===== src/rtl/dram_seq_pkg.sv =====
package dram_seq_pkg;

  typedef enum logic [2:0] {
    ST_IDLE = 3'd0,
    ST_ROW  = 3'd1,
    ST_RAS  = 3'd2,
    ST_CAS  = 3'd3,
    ST_CAPT = 3'd4,
    ST_FIN  = 3'd5,
    ST_WE   = 3'd6,
    ST_WCAS = 3'd7
  } st_e;

  // Internal control levels, all active high.
  typedef struct packed {
    logic col;
    logic aoe;
    logic ras;
    logic cas;
    logic we;
    logic doe;
  } ctl_t;

  function automatic ctl_t ctl_of(st_e s, logic wr);
    ctl_t c;
    c = '0;
    unique case (s)
      ST_ROW:  c.aoe = 1'b1;
      ST_RAS:  begin c.ras = 1'b1; c.col = 1'b1; c.aoe = 1'b1; end
      ST_CAS:  begin c.ras = 1'b1; c.cas = 1'b1; c.col = 1'b1; c.aoe = 1'b1; end
      ST_CAPT: begin c.ras = 1'b1; c.cas = 1'b1; end
      ST_FIN:  begin c.ras = wr; c.doe = wr; end
      ST_WE:   begin c.ras = 1'b1; c.we = 1'b1; c.doe = 1'b1; end
      ST_WCAS: begin c.ras = 1'b1; c.we = 1'b1; c.cas = 1'b1; c.doe = 1'b1; end
      default: c = '0;
    endcase
    return c;
  endfunction

endpackage


===== src/rtl/dram_seq_fsm.sv =====
module dram_seq_fsm
  import dram_seq_pkg::*;
(
  input  logic clk,
  input  logic rst,
  input  logic start,
  input  logic wr_sel,
  output st_e  state_q,
  output st_e  state_d,
  output logic wr_q,
  output logic wr_d,
  output logic accept,
  output logic done_q
);

  logic last;

  always_comb begin
    state_d = state_q;
    accept  = 1'b0;
    unique case (state_q)
      ST_IDLE: if (start) begin accept = 1'b1; state_d = ST_ROW; end
      ST_ROW:  state_d = ST_RAS;
      ST_RAS:  state_d = ST_CAS;
      ST_CAS:  state_d = ST_CAPT;
      ST_CAPT: state_d = ST_FIN;
      ST_FIN:  state_d = wr_q ? ST_WE : ST_IDLE;
      ST_WE:   state_d = ST_WCAS;
      ST_WCAS: state_d = ST_IDLE;
      default: state_d = ST_IDLE;
    endcase
  end

  assign last = ((state_q == ST_FIN) && !wr_q) || (state_q == ST_WCAS);
  assign wr_d = accept ? wr_sel : wr_q;

  always_ff @(posedge clk) begin
    if (rst) begin
      state_q <= ST_IDLE;
      wr_q    <= 1'b0;
      done_q  <= 1'b0;
    end else begin
      state_q <= state_d;
      wr_q    <= wr_d;
      done_q  <= last;
    end
  end


  done_pulse_chk: assert property (@(posedge clk) disable iff (rst)
    done_q |=> !done_q);


  busy_start_ignored_chk: assert property (@(posedge clk) disable iff (rst)
    (state_q != ST_IDLE && start) |=> $stable(wr_q));

endmodule


===== src/rtl/dram_seq_ctl.sv =====
module dram_seq_ctl
  import dram_seq_pkg::*;
(
  input  logic clk,
  input  logic rst,
  input  st_e  state_d,
  input  logic wr_d,
  output logic addr_col_sel,
  output logic addr_oe,
  output logic ras_n,
  output logic cas_n,
  output logic we_n,
  output logic dq_oe
);

  ctl_t ctl_q;

  always_ff @(posedge clk) begin
    if (rst) ctl_q <= '0;
    else     ctl_q <= ctl_of(state_d, wr_d);
  end

  assign addr_col_sel = ctl_q.col;
  assign addr_oe      = ctl_q.aoe;
  assign ras_n        = ~ctl_q.ras;
  assign cas_n        = ~ctl_q.cas;
  assign we_n         = ~ctl_q.we;
  assign dq_oe        = ctl_q.doe;


  row_before_ras_chk: assert property (@(posedge clk) disable iff (rst)
    $fell(ras_n) |-> ($past(addr_oe) && !$past(addr_col_sel) && $past(cas_n)));


  cas_inside_ras_chk: assert property (@(posedge clk) disable iff (rst)
    !cas_n |-> !ras_n);


  we_needs_drive_chk: assert property (@(posedge clk) disable iff (rst)
    !we_n |-> (!ras_n && dq_oe));

endmodule


===== src/rtl/dram_seq_data.sv =====
module dram_seq_data
  import dram_seq_pkg::*;
#(
  parameter int DW = 16
) (
  input  logic          clk,
  input  logic          rst,
  input  logic          accept,
  input  logic [DW-1:0] wdata,
  input  st_e           state_q,
  input  st_e           state_d,
  input  logic          wr_q,
  input  logic [DW-1:0] dq_in,
  output logic [DW-1:0] dq_out,
  output logic [DW-1:0] rdata
);

  logic [DW-1:0] wbuf_q;
  logic [DW-1:0] cap_q;

  always_ff @(posedge clk) begin
    if (rst) begin
      wbuf_q <= '0;
      cap_q  <= '0;
      rdata  <= '0;
      dq_out <= '0;
    end else begin
      if (accept)                          wbuf_q <= wdata;
      if (state_q == ST_CAPT)              cap_q  <= dq_in;
      if (state_q == ST_FIN && !wr_q)      rdata  <= cap_q;
      if (state_d == ST_FIN && wr_q)       dq_out <= wbuf_q;
    end
  end


  write_keeps_rdata_chk: assert property (@(posedge clk) disable iff (rst)
    (wr_q && state_q != ST_IDLE) |=> $stable(rdata));

endmodule


===== src/rtl/dram_seq.sv =====
module dram_seq
  import dram_seq_pkg::*;
#(
  parameter int DW = 16
) (
  input  logic          clk,
  input  logic          rst,
  input  logic          start,
  input  logic          wr_sel,
  input  logic [DW-1:0] wdata,
  output logic [DW-1:0] rdata,
  output logic          done,
  output logic          addr_col_sel,
  output logic          addr_oe,
  output logic          ras_n,
  output logic          cas_n,
  output logic          we_n,
  input  logic [DW-1:0] dq_in,
  output logic [DW-1:0] dq_out,
  output logic          dq_oe
);

  st_e  state_q, state_d;
  logic wr_q, wr_d, accept;

  dram_seq_fsm u_fsm (
    .clk(clk), .rst(rst), .start(start), .wr_sel(wr_sel),
    .state_q(state_q), .state_d(state_d), .wr_q(wr_q), .wr_d(wr_d),
    .accept(accept), .done_q(done)
  );

  dram_seq_ctl u_ctl (
    .clk(clk), .rst(rst), .state_d(state_d), .wr_d(wr_d),
    .addr_col_sel(addr_col_sel), .addr_oe(addr_oe),
    .ras_n(ras_n), .cas_n(cas_n), .we_n(we_n), .dq_oe(dq_oe)
  );

  dram_seq_data #(.DW(DW)) u_data (
    .clk(clk), .rst(rst), .accept(accept), .wdata(wdata),
    .state_q(state_q), .state_d(state_d), .wr_q(wr_q),
    .dq_in(dq_in), .dq_out(dq_out), .rdata(rdata)
  );


  done_idle_chk: assert property (@(posedge clk) disable iff (rst)
    done |-> (ras_n && cas_n && we_n && !dq_oe));

endmodule


===== config.mk =====
export PLATFORM = sky130hd
export DESIGN_NAME = dram_seq
export DESIGN_NICKNAME = d
export VERILOG_FILES = /design/src/rtl/dram_seq_pkg.sv /design/src/rtl/dram_seq_fsm.sv /design/src/rtl/dram_seq_ctl.sv /design/src/rtl/dram_seq_data.sv /design/src/rtl/dram_seq.sv
export SDC_FILE = /design/constraint.sdc
export NUM_CORES = 1
export LEC_CHECK = 0
export ABC_CLOCK_PERIOD_IN_PS = 1900
export CORE_MARGIN = 2
export CORE_UTILIZATION = 50
export DETAILED_ROUTE_END_ITERATION = 6
export DONT_BUFFER_PORTS = 1
export PLACE_DENSITY = 0.68
export SYNTH_ARGS = -nofsm -noshare
export SYNTH_HDL_FRONTEND = slang
export SYNTH_SLANG_ARGS = --single-unit

===== constraint.sdc =====
create_clock -name clk -period 1.9 [get_ports clk]
set_clock_uncertainty 0.15 [all_clocks]
set_input_delay 0.475 -clock clk [delete_from_list [all_inputs] [get_ports clk]]
set_output_delay 0.475 -clock clk [all_outputs]
set_load 0.01 [all_outputs]

==> results of run 1 <==
==> cell families (layout without fill, tap and decap cells) <==
group                     after synthesis  count (layout)
and+or+nand+nor                       149             149
AOI/OAI and AO/OA                      75              75
DFF                                    75              75
buffers and inverters                  32              30
xor gates and xnor gates                1               1
==> metal layers <==
layer,vias up,wire length (um),global-route usage
met5,-,0,0
met4,0,40,0.0684
met3,5,402,0.0767
met2,54,2430,0.291
met1,922,2530,0.237
li1,1061,-,-
==> placed cells by master (no fill, tap or decap) <==
cell type	Yosys	layout
buf_4	2	9
a21o_1	1	1
nor2_1	2	2
o21bai_1	1	1
or3b_2	1	1
bufinv_16	0	2
nand3b_1	1	1
nand4bb_1	2	2
nand2b_1	3	3
and4bb_2	1	1
nand2_1	130	130
nor4b_4	1	1
a21oi_1	69	69
nor4bb_2	0	1
dfxtp_1	75	75
nor3_1	4	4
inv_1	5	5
clkbuf_1	12	1
nand2_2	1	1
xnor2_1	1	1
nor3b_4	1	1
a211oi_1	1	1
a2111oi_0	1	1
o211ai_1	1	1
or4b_1	1	1
a311oi_1	1	1
clkinv_2	0	1
clkbuf_8	0	11
clkinvlp_4	0	1
==> through the flow <==
stage	instances	worst slack (ns)	hold WS, ns	power (W)
final	400	0.301	0.0723	0.00317
after global placement	384	0.332	0.282	0.00184
after detailed placement	384	0.308	0.285	0.00185
after floorplan	332	0.308	0.282	0.00184
after CTS	400	0.293	0.0372	0.00321
after global routing	400	0.178	0.0373	0.00329
==> worst min-delay path by stage <==
stage | to | depth (start not counted) | slack (ns) | from
5_1_grt | u_fsm.state_q[2] | 1 | 0.04 | rst
4_1_cts | u_data.dq_out[10] | 1 | 0.04 | rst
3_5_place_dp | u_data.dq_out[8] | 2 | 0.29 | u_data.wbuf_q[8]
6_report | u_ctl.addr_col_sel | 1 | 0.07 | rst
2_1_floorplan | u_data.dq_out[0] | 2 | 0.28 | u_data.wbuf_q[0]
3_3_place_gp | u_data.rdata[12] | 2 | 0.28 | u_data.cap_q[12]
==> state kept, by name (all words and copies together), names as in the netlist <==
register and flops:
u_data.dq_out 16, u_ctl.addr_col_sel 1, u_data.cap_q 16, u_fsm.wr_q 1, u_data.rdata 16, u_data.wbuf_q 16, u_fsm.done_q 1, u_ctl.dq_oe 1
u_ctl.addr_oe 1, u_fsm.state_q 3, u_ctl.ctl_q 3
==> critical path, delay by kind of cell (launching register included) <==
| kind | cells | cell delay (ns) |
|---|---|---|
| simple gates | 2 | 0.83 |
| compound gates | 1 | 0.07 |
| flops | 1 | 0.44 |
==> report_power, final <==
group          switching [W]  total (W)  internal, W
combinational      0.0000849   0.000150    0.0000651
clock               0.000554    0.00136     0.000810
sequential         0.0000395    0.00166      0.00162
==> cell type report <==
class                   instances  area (um2)  share of cell area
clock inverters                 4        72.6              0.0245
flip-flops and latches         75        1500               0.506
multi-input cells             225        1060               0.358
clock buffers                  12         155              0.0523
inverters                       5        18.8             0.00633
repair buffers                  9        67.6              0.0228
well taps                      70        87.6              0.0295
==> results.sh, run 1 <==
export IMPL_status="finished clean"
export IMPL_io_pins=75
export IMPL_final_period_utilization=0.841
export IMPL_syn_avg_cell_area_um2=8.22
export IMPL_global_route_usage_total=0.189
export IMPL_finalWirelength_um=5410
export IMPL_syn_num_nets=368
export IMPL_fmax_mhz=625
export IMPL_finalSetupViolCount=0
export IMPL_asyncSetResetFlopFracSynth=0
export IMPL_main_combinational_cell_family_by_area_after_synthesis="simple AND/OR/NAND/NOR gates"
export IMPL_total_number_of_placement_rows=26
export IMPL_insertion_delay_ns=0.33
export IMPL_p_leak_nw=0.983
export IMPL_synth_largest_area_cell="dfxtp_1"
export IMPL_cp_end_kind="flip-flop"
export IMPL_antenna_found_initial=0
export IMPL_floorplan_core_area_um2=5170
export IMPL_arrival_time_at_the_worst_endpoint_ns=1.67
export IMPL_cp_slowest_cell="or3b_2"
export IMPL_post_cts_hold_buffer_count=0
export IMPL_maxCapViolCount=0
export IMPL_timing_critical_path_fanout_max=16
export IMPL_r2r_start="u_fsm.state_q[1]"
export IMPL_fill_cell_count=505
export IMPL_drcViolationCount=0
export IMPL_post_synth_main_area_contributors="dfxtp_1, nand2_1, a21oi_1"
export IMPL_timing_max_slew_rel_slack=0.692
export IMPL_first_iter_violations=110
export IMPL_critical_path_endpoint="u_data.cap_q[3]"
export IMPL_synth_adder_area_share=0
export IMPL_antenna_cells=0
export IMPL_timing_final_hold_violations=0
export IMPL_htree_num_levels=3
export IMPL_synth_common_cells="nand2_1, dfxtp_1, a21oi_1, clkbuf_1, buf_2"
export IMPL_gp_congestion=0.695
export IMPL_synth_edf_count=0
export IMPL_clock_root_buffer="clkbuf_8"
export IMPL_synth_compound_area_frac=0.144
export IMPL_critical_path_max_stage_delay_ns=0.70
export IMPL_postRouteAntennaNets=0
export IMPL_timing_final_crit_period_ns=1.60
export IMPL_synthMostInstantiatedCell="nand2_1"
export IMPL_length_of_the_first_detailed_routing_pass_in_iterations=4
export IMPL_post_cts_setup_buffers=0
export IMPL_initial_core_util=0.528
export IMPL_worstSetupStartpointType="flip-flop"
export IMPL_ys_flop_type="dfxtp_1"
export IMPL_totalNegativeSetupSlack_ns=0
export IMPL_seq_area_frac_synth=0.550
export IMPL_post_route_cells_drive_above_1_share=0.0909
export IMPL_chipHeight_um=77.9
export IMPL_floorplan_die_area_um2=6070
export IMPL_post_synth_inst_count=332
export IMPL_post_layout_instance_area_um2=2970
export IMPL_clkTransAtPathRegs_ns=0.07
export IMPL_worst_ep_required_time_ns=1.97
export IMPL_ys_types=29
export IMPL_max_slew_worst_pin_slew_ns=0.461
export IMPL_cts_resized_gates=0
export IMPL_ff2ff_path_depth=3
export IMPL_finalCoreUtilization=0.573
export IMPL_grt_max_degree=75
export IMPL_synth_mux_area_fraction=0
export IMPL_hold_class="input port to flip-flop"
export IMPL_criticalPathCategory="flip-flop to flip-flop"
export IMPL_vdd_ir_max_uv=601
export IMPL_clock_path_buffers=2
export IMPL_cts_made_buffers=9
export IMPL_timing_final_max_slew_violations=0
export IMPL_dpl_hpwl_um=3450
export IMPL_nNetsFinal=361
export IMPL_crit_path_cell_trace="or3b_2 -> nand2_1 -> a21oi_1"
export IMPL_reg2reg_slack_ns=0.30
export IMPL_synthesis_area_um2=2730
export IMPL_numPortBuffers=0
export IMPL_grt_pass1_wl_um=9090
export IMPL_cts_sink_count=75
export IMPL_ys_ff_latch=75
export IMPL_rsz_0062_raised_after_global_routing="false"
export IMPL_fp_dieW_um=77.9
export IMPL_grt_pass1_vias=1944
export IMPL_dpl_instance_area_um2=2740
export IMPL_clock_tree_from_tritoncts="done"
export IMPL_crit_reg2reg_capture="u_data.cap_q[3]"
export IMPL_area_delta_synth_final_pct=8.62
export IMPL_yosys_warnings=0
export IMPL_vias=2042
export IMPL_power_per_cell_area_nw_per_um2=1070
export IMPL_post_drt_wl_per_cell_um=13.5
export IMPL_vias_per_cell=5.11
export IMPL_total_congestion_overflow=0
export IMPL_yosys_area_top_type_share=0.550
export IMPL_synthSimpleGateAreaFrac=0.240
export IMPL_post_synth_xor_area_fraction=0.00321
export IMPL_critical_path_launch_point="u_fsm.state_q[1]"
Power figures use the tool's default switching activity.
==> inputs of run 2 (changes only) <==
--- a/config.mk
+++ b/config.mk
@@ -5,12 +5,12 @@
 export SDC_FILE = /design/constraint.sdc
 export NUM_CORES = 1
 export LEC_CHECK = 0
-export ABC_CLOCK_PERIOD_IN_PS = 1900
+export ABC_CLOCK_PERIOD_IN_PS = 1350
 export CORE_MARGIN = 2
 export CORE_UTILIZATION = 50
 export DETAILED_ROUTE_END_ITERATION = 6
 export DONT_BUFFER_PORTS = 1
-export PLACE_DENSITY = 0.68
+export PLACE_DENSITY = 0.71
 export SYNTH_ARGS = -nofsm -noshare
 export SYNTH_HDL_FRONTEND = slang
 export SYNTH_SLANG_ARGS = --single-unit
==> constraint.sdc (replaced) <==
create_clock -name clk -period 1.35 [get_ports clk]
set_clock_uncertainty 0.15 [all_clocks]
set_input_delay 0.3375 -clock clk [delete_from_list [all_inputs] [get_ports clk]]
set_output_delay 0.3375 -clock clk [all_outputs]
set_load 0.01 [all_outputs]
==> results.sh, run 2 (synthesized netlist as in run 1, its figures left out) <==
export IMPL_area_delta_synth_final_pct=33.4
export IMPL_drcViolationCount=0
export IMPL_share_seq_of_total_power=0.457
export IMPL_fill_cell_count=404
export IMPL_dp_cells=395
export IMPL_chipHeight_um=77.9
export IMPL_antenna_found_initial=0
export IMPL_critPathMostFrequentCell="buf_6"
export IMPL_totalNegativeSetupSlack_ns=-3.95
export IMPL_p_int_w=0.00403
export IMPL_gp_congestion=0.788
export IMPL_final_period_utilization=1.11
export IMPL_clock_tree_from_tritoncts="done"
export IMPL_timing_max_slew_rel_slack=0.772
export IMPL_finalNonFillerCells=419
export IMPL_floorplan_core_area_um2=5170
export IMPL_hold_worst_slack_ns=-0.0878
export IMPL_worst_ep_required_time_ns=1.48
export IMPL_finalSetupViolCount=50
export IMPL_total_congestion_overflow=0
export IMPL_criticalPathCategory="flip-flop to flip-flop"
export IMPL_p_clk_frac=0.453
export IMPL_timing_critical_path_fanout_max=8
export IMPL_pwr_share_comb=0.089
export IMPL_switching_share=0.208
export IMPL_vias=2224
export IMPL_arrival_time_at_the_worst_endpoint_ns=1.62
export IMPL_grt_pass1_wl_um=9590
export IMPL_rsz_0062_raised_after_global_routing="true"
export IMPL_grt_max_degree=75
export IMPL_power_switching_w=0.00106
export IMPL_global_route_usage_total=0.202
export IMPL_finalWirelength_um=6720
export IMPL_grt_pass1_vias=2002
export IMPL_hold_class="input port to flip-flop"
export IMPL_nNetsFinal=380
export IMPL_vias_per_cell=5.31
export IMPL_max_slew_worst_pin_slew_ns=0.341
export IMPL_postRouteAntennaNets=0
export IMPL_cp_end_kind="flip-flop"
export IMPL_final_worst_slack_ns=-0.145
export IMPL_fmax_mhz=669
export IMPL_post_drt_wl_per_cell_um=16.0
export IMPL_floorplan_die_area_um2=6070
export IMPL_worstSetupStartpointType="flip-flop"
export IMPL_cp_buffers_inverters=3
export IMPL_p_leak_nw=1.29
export IMPL_numPortBuffers=0
export IMPL_antenna_cells=0
export IMPL_critical_path_max_stage_delay_ns=0.35
export IMPL_clkTransAtPathRegs_ns=0.08
export IMPL_most_common_library_cell_in_the_layout_ignoring_fill_and_taps="nand2_1"
export IMPL_post_route_cells_drive_above_1_share=0.372
export IMPL_post_layout_instance_area_um2=3640
export IMPL_clock_root_buffer="clkbuf_8"
export IMPL_cts_made_buffers=9
export IMPL_vdd_ir_max_uv=1030
export IMPL_dpl_hpwl_um=3540
export IMPL_dpl_instance_area_um2=2860
export IMPL_critical_path_s_top_delay_family="buffers and inverters"
export IMPL_cp_slowest_cell="dfxtp_2"
export IMPL_first_iter_violations=67
export IMPL_seq_area_um2=1510
export IMPL_timing_final_crit_period_ns=1.49
export IMPL_multi_input_comb_area_um2=1410
export IMPL_total_number_of_placement_rows=26
export IMPL_reg2reg_slack_ns=-0.14
export IMPL_layout_cells_most_common_list="nand2_1, dfxtp_1, a21oi_2"
export IMPL_fp_dieW_um=77.9
export IMPL_clock_path_buffers=2
export IMPL_htree_num_levels=3
export IMPL_length_of_the_first_detailed_routing_pass_in_iterations=4
export IMPL_insertion_delay_ns=0.34
export IMPL_crit_path_cell_trace="buf_6 -> nor4b_4 -> buf_6 -> clkbuf_16 -> nand2_1 -> a21oi_2"
export IMPL_timing_final_hold_violations=60
export IMPL_violations="hold timing, setup timing"
export IMPL_power_per_cell_area_nw_per_um2=1400
export IMPL_initial_core_util=0.528
export IMPL_maxCapViolCount=0
export IMPL_timing_final_max_slew_violations=0
export IMPL_place_ws_ns=-0.110
export IMPL_cts_sink_count=75
export IMPL_io_pins=75
export IMPL_status="complete, but fails checks"
## run 2: cell types whose count changed in the layout (fill, tap and decap cells not counted), moves of 3 or more
cell	previous run	this run
dfxtp_1	75	71
a21oi_1	69	28
nand2_4	0	15
a21oi_2	0	41
buf_6	0	10
buf_12	0	4
nand2_2	1	20
clkbuf_16	0	3
nand2_1	130	96
dfxtp_2	0	4
## run 2: final cells by class
type | instances | share of cell area
Sequential cell | 75 | 0.414
Multi-Input combinational cell | 226 | 0.387
Timing Repair Buffer | 27 | 0.0941
Clock buffer | 12 | 0.0426
Clock inverter | 4 | 0.0330
Tap cell | 70 | 0.0240
Inverter | 5 | 0.00515
## run 2: final timing paths
path,cells after the start,startpoint,endpoint
hold / removal,1,rst,u_ctl.ctl_q[3]
hold reg to reg,2,u_data.cap_q[11],u_data.rdata[11]
setup reg to reg,6,u_fsm.state_q[1],u_data.wbuf_q[9]
setup / recovery,6,u_fsm.state_q[1],u_data.wbuf_q[9]
## run 2: power by group through the flow
stage	clock, W	sequential, W	combinational, W
finish	0.00231	0.00233	0.000455
global route	0.00245	0.00234	0.000485
CTS	0.00235	0.00232	0.000362
detailed placement	0	0.00237	0.000279
global placement	0	0.00237	0.000270
floorplan	0	0.00236	0.000234
## run 2: what timing repair did
item	CTS	global route
endpoints found under the setup margin	50	67
hold endpoints to repair	73	73
resized for setup	43	71
pin swaps	37	33
setup buffers	0	1
cloned	4	3
## run 2: stage by stage
| stage | utilization | power (W) |
|---|---|---|
| after floorplan | - | 0.00260 |
| after global placement | 0.554 | 0.00264 |
| after detailed placement | 0.554 | 0.00265 |
| after CTS | 0.638 | 0.00504 |
| after global routing | 0.704 | 0.00527 |
| final | 0.704 | 0.00509 |
## run 2: per-layer routing
metal,up-vias,wire length [um],GRT usage
li1,1098,-,-
met1,1039,2910,0.249
met2,77,3190,0.316
met3,10,518,0.0930
met4,0,89,0.0649
met5,-,0,0
